===== src/rtl/lcd_wr_pkg.sv =====
package lcd_wr_pkg;

  typedef enum logic [2:0] {
    PH_BOOT,
    PH_IDLE,
    PH_WSET,
    PH_WHI,
    PH_WHOLD,
    PH_RSET,
    PH_RHI,
    PH_RHOLD
  } phase_e;

  function automatic int ceil_div(input int num, input int den);
    return (num + den - 1) / den;
  endfunction

  function automatic int max3(input int a, input int b, input int c);
    int m;
    m = (a > b) ? a : b;
    return (m > c) ? m : c;
  endfunction

endpackage


===== src/rtl/lcd_phase_timer.sv =====
module lcd_phase_timer #(
  parameter int W = 6
) (
  input  logic         clk,
  input  logic         rst,
  input  logic         load,
  input  logic [W-1:0] len_m1,
  output logic         done
);
  logic [W-1:0] cnt;

  always_ff @(posedge clk) begin
    if (rst)              cnt <= '0;
    else if (load)        cnt <= len_m1;
    else if (cnt != '0)   cnt <= cnt - 1'b1;
  end

  assign done = (cnt == '0);
endmodule


===== src/rtl/lcd_poll_watch.sv =====
module lcd_poll_watch #(
  parameter int LIMIT = 16
) (
  input  logic clk,
  input  logic rst,
  input  logic clear,
  input  logic inc,
  output logic last
);
  localparam int W = $clog2(LIMIT + 1);
  logic [W-1:0] cnt;

  always_ff @(posedge clk) begin
    if (rst || clear) cnt <= '0;
    else if (inc)     cnt <= cnt + 1'b1;
  end

  assign last = (cnt == W'(LIMIT - 1));
endmodule


===== src/rtl/lcd_wr_ctrl.sv =====
module lcd_wr_ctrl #(
  parameter int DATA_W     = 8,
  parameter int CLK_NS     = 8,
  parameter int EN_MIN_NS  = 450,
  parameter int SETUP_CYC  = 2,
  parameter int HOLD_CYC   = 2,
  parameter int POLL_LIMIT = 4000
) (
  input  logic              clk,
  input  logic              rst,
  input  logic              cfg_ul,
  input  logic              cfg_blink,
  input  logic              req_valid,
  input  logic              req_char,
  input  logic [DATA_W-1:0] req_data,
  output logic              req_ready,
  output logic              lcd_rs,
  output logic              lcd_rw,
  output logic              lcd_en,
  output logic [DATA_W-1:0] lcd_d_out,
  output logic              lcd_d_oe,
  input  logic              lcd_busy_in,
  output logic              err_timeout
);
  import lcd_wr_pkg::*;

  localparam int EN_CYC  = ceil_div(EN_MIN_NS, CLK_NS);
  localparam int TMR_MAX = max3(EN_CYC, SETUP_CYC, HOLD_CYC);
  localparam int TMR_W   = $clog2(TMR_MAX + 1);
  localparam logic [DATA_W-1:0] DISP_ON_BASE = DATA_W'(12);

  phase_e cur, nxt;
  logic   tmr_done, tmr_load;
  logic [TMR_W-1:0] tmr_len;
  logic   poll_last, poll_inc, poll_clr, err_set;
  logic   ul_q, bl_q, busy_q;
  logic   tx_rs, tx_rs_n;
  logic [DATA_W-1:0] tx_data, tx_data_n;
  logic   is_wr_n, is_rd_n;

  lcd_phase_timer #(.W(TMR_W)) u_tmr (
    .clk(clk), .rst(rst), .load(tmr_load), .len_m1(tmr_len), .done(tmr_done)
  );

  lcd_poll_watch #(.LIMIT(POLL_LIMIT)) u_poll (
    .clk(clk), .rst(rst), .clear(poll_clr), .inc(poll_inc), .last(poll_last)
  );

  // next phase
  always_comb begin
    nxt = cur;
    unique case (cur)
      PH_BOOT:  nxt = PH_WSET;
      PH_IDLE:  if (req_valid && req_ready) nxt = PH_WSET;
      PH_WSET:  if (tmr_done) nxt = PH_WHI;
      PH_WHI:   if (tmr_done) nxt = PH_WHOLD;
      PH_WHOLD: if (tmr_done) nxt = PH_RSET;
      PH_RSET:  if (tmr_done) nxt = PH_RHI;
      PH_RHI:   if (tmr_done) nxt = PH_RHOLD;
      PH_RHOLD: if (tmr_done) nxt = (busy_q && !poll_last) ? PH_RSET : PH_IDLE;
      default:  nxt = PH_IDLE;
    endcase
  end

  // phase lengths
  always_comb begin
    tmr_load = (nxt != cur);
    unique case (nxt)
      PH_WHI, PH_RHI:     tmr_len = TMR_W'(EN_CYC - 1);
      PH_WHOLD, PH_RHOLD: tmr_len = TMR_W'(HOLD_CYC - 1);
      default:            tmr_len = TMR_W'(SETUP_CYC - 1);
    endcase
  end

  assign poll_clr = (cur == PH_WSET);
  assign poll_inc = (cur == PH_RHOLD) && tmr_done && busy_q && !poll_last;
  assign err_set  = (cur == PH_RHOLD) && tmr_done && busy_q && poll_last;

  // byte selection for the next write
  always_comb begin
    tx_rs_n   = tx_rs;
    tx_data_n = tx_data;
    if (cur == PH_BOOT) begin
      tx_rs_n   = 1'b0;
      tx_data_n = DISP_ON_BASE | DATA_W'({ul_q, bl_q});
    end else if (cur == PH_IDLE && req_valid && req_ready) begin
      tx_rs_n   = req_char;
      tx_data_n = req_data;
    end
  end

  assign is_wr_n = (nxt == PH_WSET) || (nxt == PH_WHI) || (nxt == PH_WHOLD);
  assign is_rd_n = (nxt == PH_RSET) || (nxt == PH_RHI) || (nxt == PH_RHOLD);

  always_ff @(posedge clk) begin
    if (rst) begin
      cur         <= PH_BOOT;
      ul_q        <= cfg_ul;
      bl_q        <= cfg_blink;
      busy_q      <= 1'b0;
      tx_rs       <= 1'b0;
      tx_data     <= '0;
      req_ready   <= 1'b0;
      lcd_rs      <= 1'b0;
      lcd_rw      <= 1'b0;
      lcd_en      <= 1'b0;
      lcd_d_out   <= '0;
      lcd_d_oe    <= 1'b0;
      err_timeout <= 1'b0;
    end else begin
      cur       <= nxt;
      tx_rs     <= tx_rs_n;
      tx_data   <= tx_data_n;
      if (cur == PH_RHI && tmr_done) busy_q <= lcd_busy_in;
      if (err_set) err_timeout <= 1'b1;
      req_ready <= (nxt == PH_IDLE);
      lcd_rs    <= is_wr_n ? tx_rs_n : 1'b0;
      lcd_rw    <= is_rd_n;
      lcd_en    <= (nxt == PH_WHI) || (nxt == PH_RHI);
      lcd_d_oe  <= is_wr_n;
      lcd_d_out <= is_wr_n ? tx_data_n : '0;
    end
  end
endmodule


===== config.mk =====
export PLATFORM = sky130hd
export DESIGN_NAME = lcd_wr_ctrl
export DESIGN_NICKNAME = d
export VERILOG_FILES = /design/src/rtl/lcd_wr_pkg.sv /design/src/rtl/lcd_phase_timer.sv /design/src/rtl/lcd_poll_watch.sv /design/src/rtl/lcd_wr_ctrl.sv
export SDC_FILE = /design/constraint.sdc
export NUM_CORES = 1
export LEC_CHECK = 0
export ABC_AREA = 1
export BUFFER_PORTS_ARGS = -buffer_cell sky130_fd_sc_hd__buf_2
export CAP_MARGIN = 20
export CORE_MARGIN = 2
export CORE_UTILIZATION = 30
export DETAILED_ROUTE_END_ITERATION = 8
export GPL_TIMING_DRIVEN = 0
export PLACE_DENSITY = 0.5
export SKIP_LAST_GASP = 1
export SYNTH_ARGS = -nofsm -noshare
export SYNTH_HDL_FRONTEND = slang
export SYNTH_SLANG_ARGS = --single-unit

===== constraint.sdc =====
create_clock -name clk -period 1.8 [get_ports clk]
set_clock_uncertainty 0.2 [all_clocks]
set_input_delay 0.18 -clock clk [delete_from_list [all_inputs] [get_ports clk]]
set_output_delay 0.18 -clock clk [all_outputs]
set_load 0.05 [all_outputs]

==> results.yml <==
die:
  die_w_um: 87.8
  io_pins: 29
  start_util: 0.310
  die_h_um: 87.8
  die_area_mm2: 0.00771
  core_mm2: 0.00679
  rows: 30
timing:
  finalCritPeriodShare: 1.03
  max_freq_ghz: 0.541
  slew-limit-headroom: 0.641
  worst_slew_pin_slew_ps: 538
  whs_ps: 43.7
  final_max_slew_viol_count: 0
  rsz0062_at_grt: "true"
  final-setup-viol-count: 9
  finalCriticalPeriod_ps: 1850
  worst_slack_ps: -47.7
  hold_viol: 0
power:
  clockPowerShare: 0.210
  p_per_area_mw_per_mm2: 1430
  p_seq_frac: 0.302
  p_leak_nw: 1.27
  sw_frac_of_total: 0.408
  internal_power_mw: 2.58
  comb_power_share: 0.488
  power_mw: 4.36
  p_switching_mw: 1.78
  vdd_ir_drop_max_mv: 0.789
detailed_routing:
  drc: 0
  vias: 1976
  routed_via_density: 4.43
  routed_wl_um: 5190
  drt_pass1_iterations: 4
  antenna_left: 0
  drtIter0Drc: 67
  wl_per_cell_um: 11.6
outcome:
  status: "finished with violations"
  violations: "setup timing"
synthesis:
  synth_top_area_share: 0.427
  synthTopCellsByArea: "dfxtp_1, nand2_1, nor2_1, inv_1, a21oi_1"
  synthesis.instances: 286
  ys.warnings.count: 0
  synth.largest_area_cell: "dfxtp_1"
  ys_types: 32
  syn_area_per_cell_um2: 7.37
  yosysSeqAreaShare: 0.456
  synth_nets: 303
  syn_area_mm2: 0.00211
  ys_seq_elements: 47
place:
  port_buffers: 28
  detailed_place_hpwl_um: 3240
  dp_cells: 410
  place.gp.congestion: 0.765
  placed_area_mm2: 0.00237
worst_setup_path:
  cp.required_ps: 1800
  cp_max_fo: 4
  crit_type: "flop to flop"
  worstSetupStartpointType: "flop"
  worstPathArrival_ps: 1850
  r2r_cells: 12
  critPathCaptureType: "flop"
cts:
  cts_tree: "done"
  clock-sinks: 47
  clock_latency_ps: 300
  clock-root-buffer: "clkbuf_8"
  numCtsBuffers: 5
  cts_max_level: 2
  clockBufferDepth: 2
  path_clk_slew_ps: 90
global_route:
  gr-total-overflow: 0
  grt_usage: 0.134
  antenna_found_initial: 0
  grt_max_degree: 15
  first_global_vias: 1870
  grt_pass1_wl_um: 8200
finish:
  nNetsFinal: 366
  drive_gt1_frac: 0.360
  instances_no_fill: 446
  syn_to_final_growth_pct: 44.7
  stdcell_area_mm2: 0.00305
  antenna_cells: 0
flow_run:
  drv_cap: 0
worst_hold_path:
  hp-class: "primary input to flop"
  min_path_cells: 3
-- sequential cells by signal, indices dropped and copies added (netlist names) --
name / count
lcd_rs: 1
bl_q: 1
cur: 3
tx_data: 8
err_timeout: 1
u_poll.cnt: 12
req_ready: 1
busy_q: 1
tx_rs: 1
u_tmr.cnt: 6
lcd_rw: 1
lcd_d_out: 8
lcd_en: 1
lcd_d_oe: 1
ul_q: 1
-- what timing repair did --
action,CTS,global route
setup endpoints to repair,36,36
buffers inserted,7,13
resized for setup,25,61
pin swaps,5,27
hold endpoints to repair,10,0
hold buffers,8,0
gates cloned,1,0
-- per-stage QoR --
stage	TNS [ps]	setup slack [ps]	utilization
final	-273	-47.7	0.449
after detailed placement	-5920	-276	0.349
after global placement	-5850	-256	0.349
after global routing	-2420	-137	0.449
after floorplan	0	27.4	-
after CTS	-74.4	-30.6	0.403
-- layout by cell type (no fill, tap or decap), types with 2 or more instances in the layout --
cell / instances
nor2_4: 10
buf_2: 28
inv_2: 6
xnor2_1: 3
edfxtp_1: 2
bufinv_16: 2
nand4_1: 5
dlygate4sd3_1: 8
nand2_1: 51
nor2_2: 9
inv_4: 2
nor3_1: 2
a21oi_1: 14
nand3_4: 8
clkbuf_1: 3
nor2_1: 36
o21ai_0: 12
o21a_1: 3
buf_4: 15
nand2_4: 5
ha_4: 2
nand2_2: 9
dfxtp_1: 36
dfxtp_2: 8
clkbuf_8: 5
nor4_1: 2
buf_6: 5
nand3_1: 11
inv_1: 27
xor2_1: 5
-- cells by family (layout without fill, tap and decap cells) --
kind of cell / count (synthesis) / count (layout) / share of synthesized area
simple gates: 152 / 153 / 0.328
flops: 47 / 47 / 0.456
buf+inv: 40 / 103 / 0.0754
compound gates: 37 / 37 / 0.0961
xor+xnor: 8 / 8 / 0.0332
fa+ha+maj: 2 / 2 / 0.0119
-- metal layers --
metal  track usage  routed length, um
met3        0.0320                132
met1         0.174               2590
met5             0                  0
met2         0.218               2420
met4        0.0434                 42
-- critical path, cell delays in order (launching register included) --
cell,delay [ps]
dfxtp_2,350
ha_4,170
inv_2,90
nor2_4,60
nand3_4,70
nand2_4,70
buf_4,150
a21oi_4,200
nand2_1,100
nand2_2,100
nand3_4,80
nand2_2,60
nor2_1,40
-- cells in the mapped netlist --
master	number
a211oi_1	1
nor2_4	3
nor2_2	3
nand3_4	1
o21ai_0	13
xnor2_1	3
ha_1	2
dfxtp_1	45
nand2_2	3
o21ai_2	1
nand3_1	14
a31oi_1	1
buf_4	2
nor2_1	49
nand4_1	5
inv_2	1
buf_2	1
nor4_1	2
clkinv_1	1
edfxtp_1	2
nand3_2	4
o21ai_1	1
o21a_1	3
inv_1	33
or2_0	1
nor3_1	3
nand2_1	63
xor2_1	5
o211ai_1	1
clkbuf_1	2
or2_2	1
a21oi_1	16
-- area by class of cell --
class | instances | area [um2]
buffer | 5 | 37.5
clock buffer | 6 | 72.6
clock inverter | 2 | 60.1
fill | 690 | 3740
inverter | 35 | 136
multi-input combinational | 200 | 1260
sequential | 47 | 975
tap | 96 | 120
timing repair buffer | 55 | 387
-- path summary, 6_finish.rpt --
kind,startpoint,endpoint,slack [ps]
hold / removal,req_data[7],lcd_d_out[7]$_SDFF_PP0_,40
hold reg to reg,u_poll.cnt[9]$_SDFFE_PP0P_,u_poll.cnt[9]$_SDFFE_PP0P_,290
setup / recovery,u_poll.cnt[1]$_SDFFE_PP0P_,u_tmr.cnt[0]$_SDFFE_PP0P_,-50
setup reg to reg,u_poll.cnt[1]$_SDFFE_PP0P_,u_tmr.cnt[0]$_SDFFE_PP0P_,-50
-- power groups by stage --
| stage | registers (mW) | clock network, mW | logic [mW] |
|---|---|---|---|
| 6_report | 1.32 | 0.915 | 2.13 |
| 3_5_place_dp | 1.32 | 0 | 1.49 |
| 5_1_grt | 1.34 | 0.984 | 2.33 |
| 3_3_place_gp | 1.32 | 0 | 1.48 |
| 2_1_floorplan | 1.56 | 0 | 0.945 |
| 4_1_cts | 1.31 | 0.936 | 1.70 |
No activity file was read; power rests on OpenSTA's default activity.
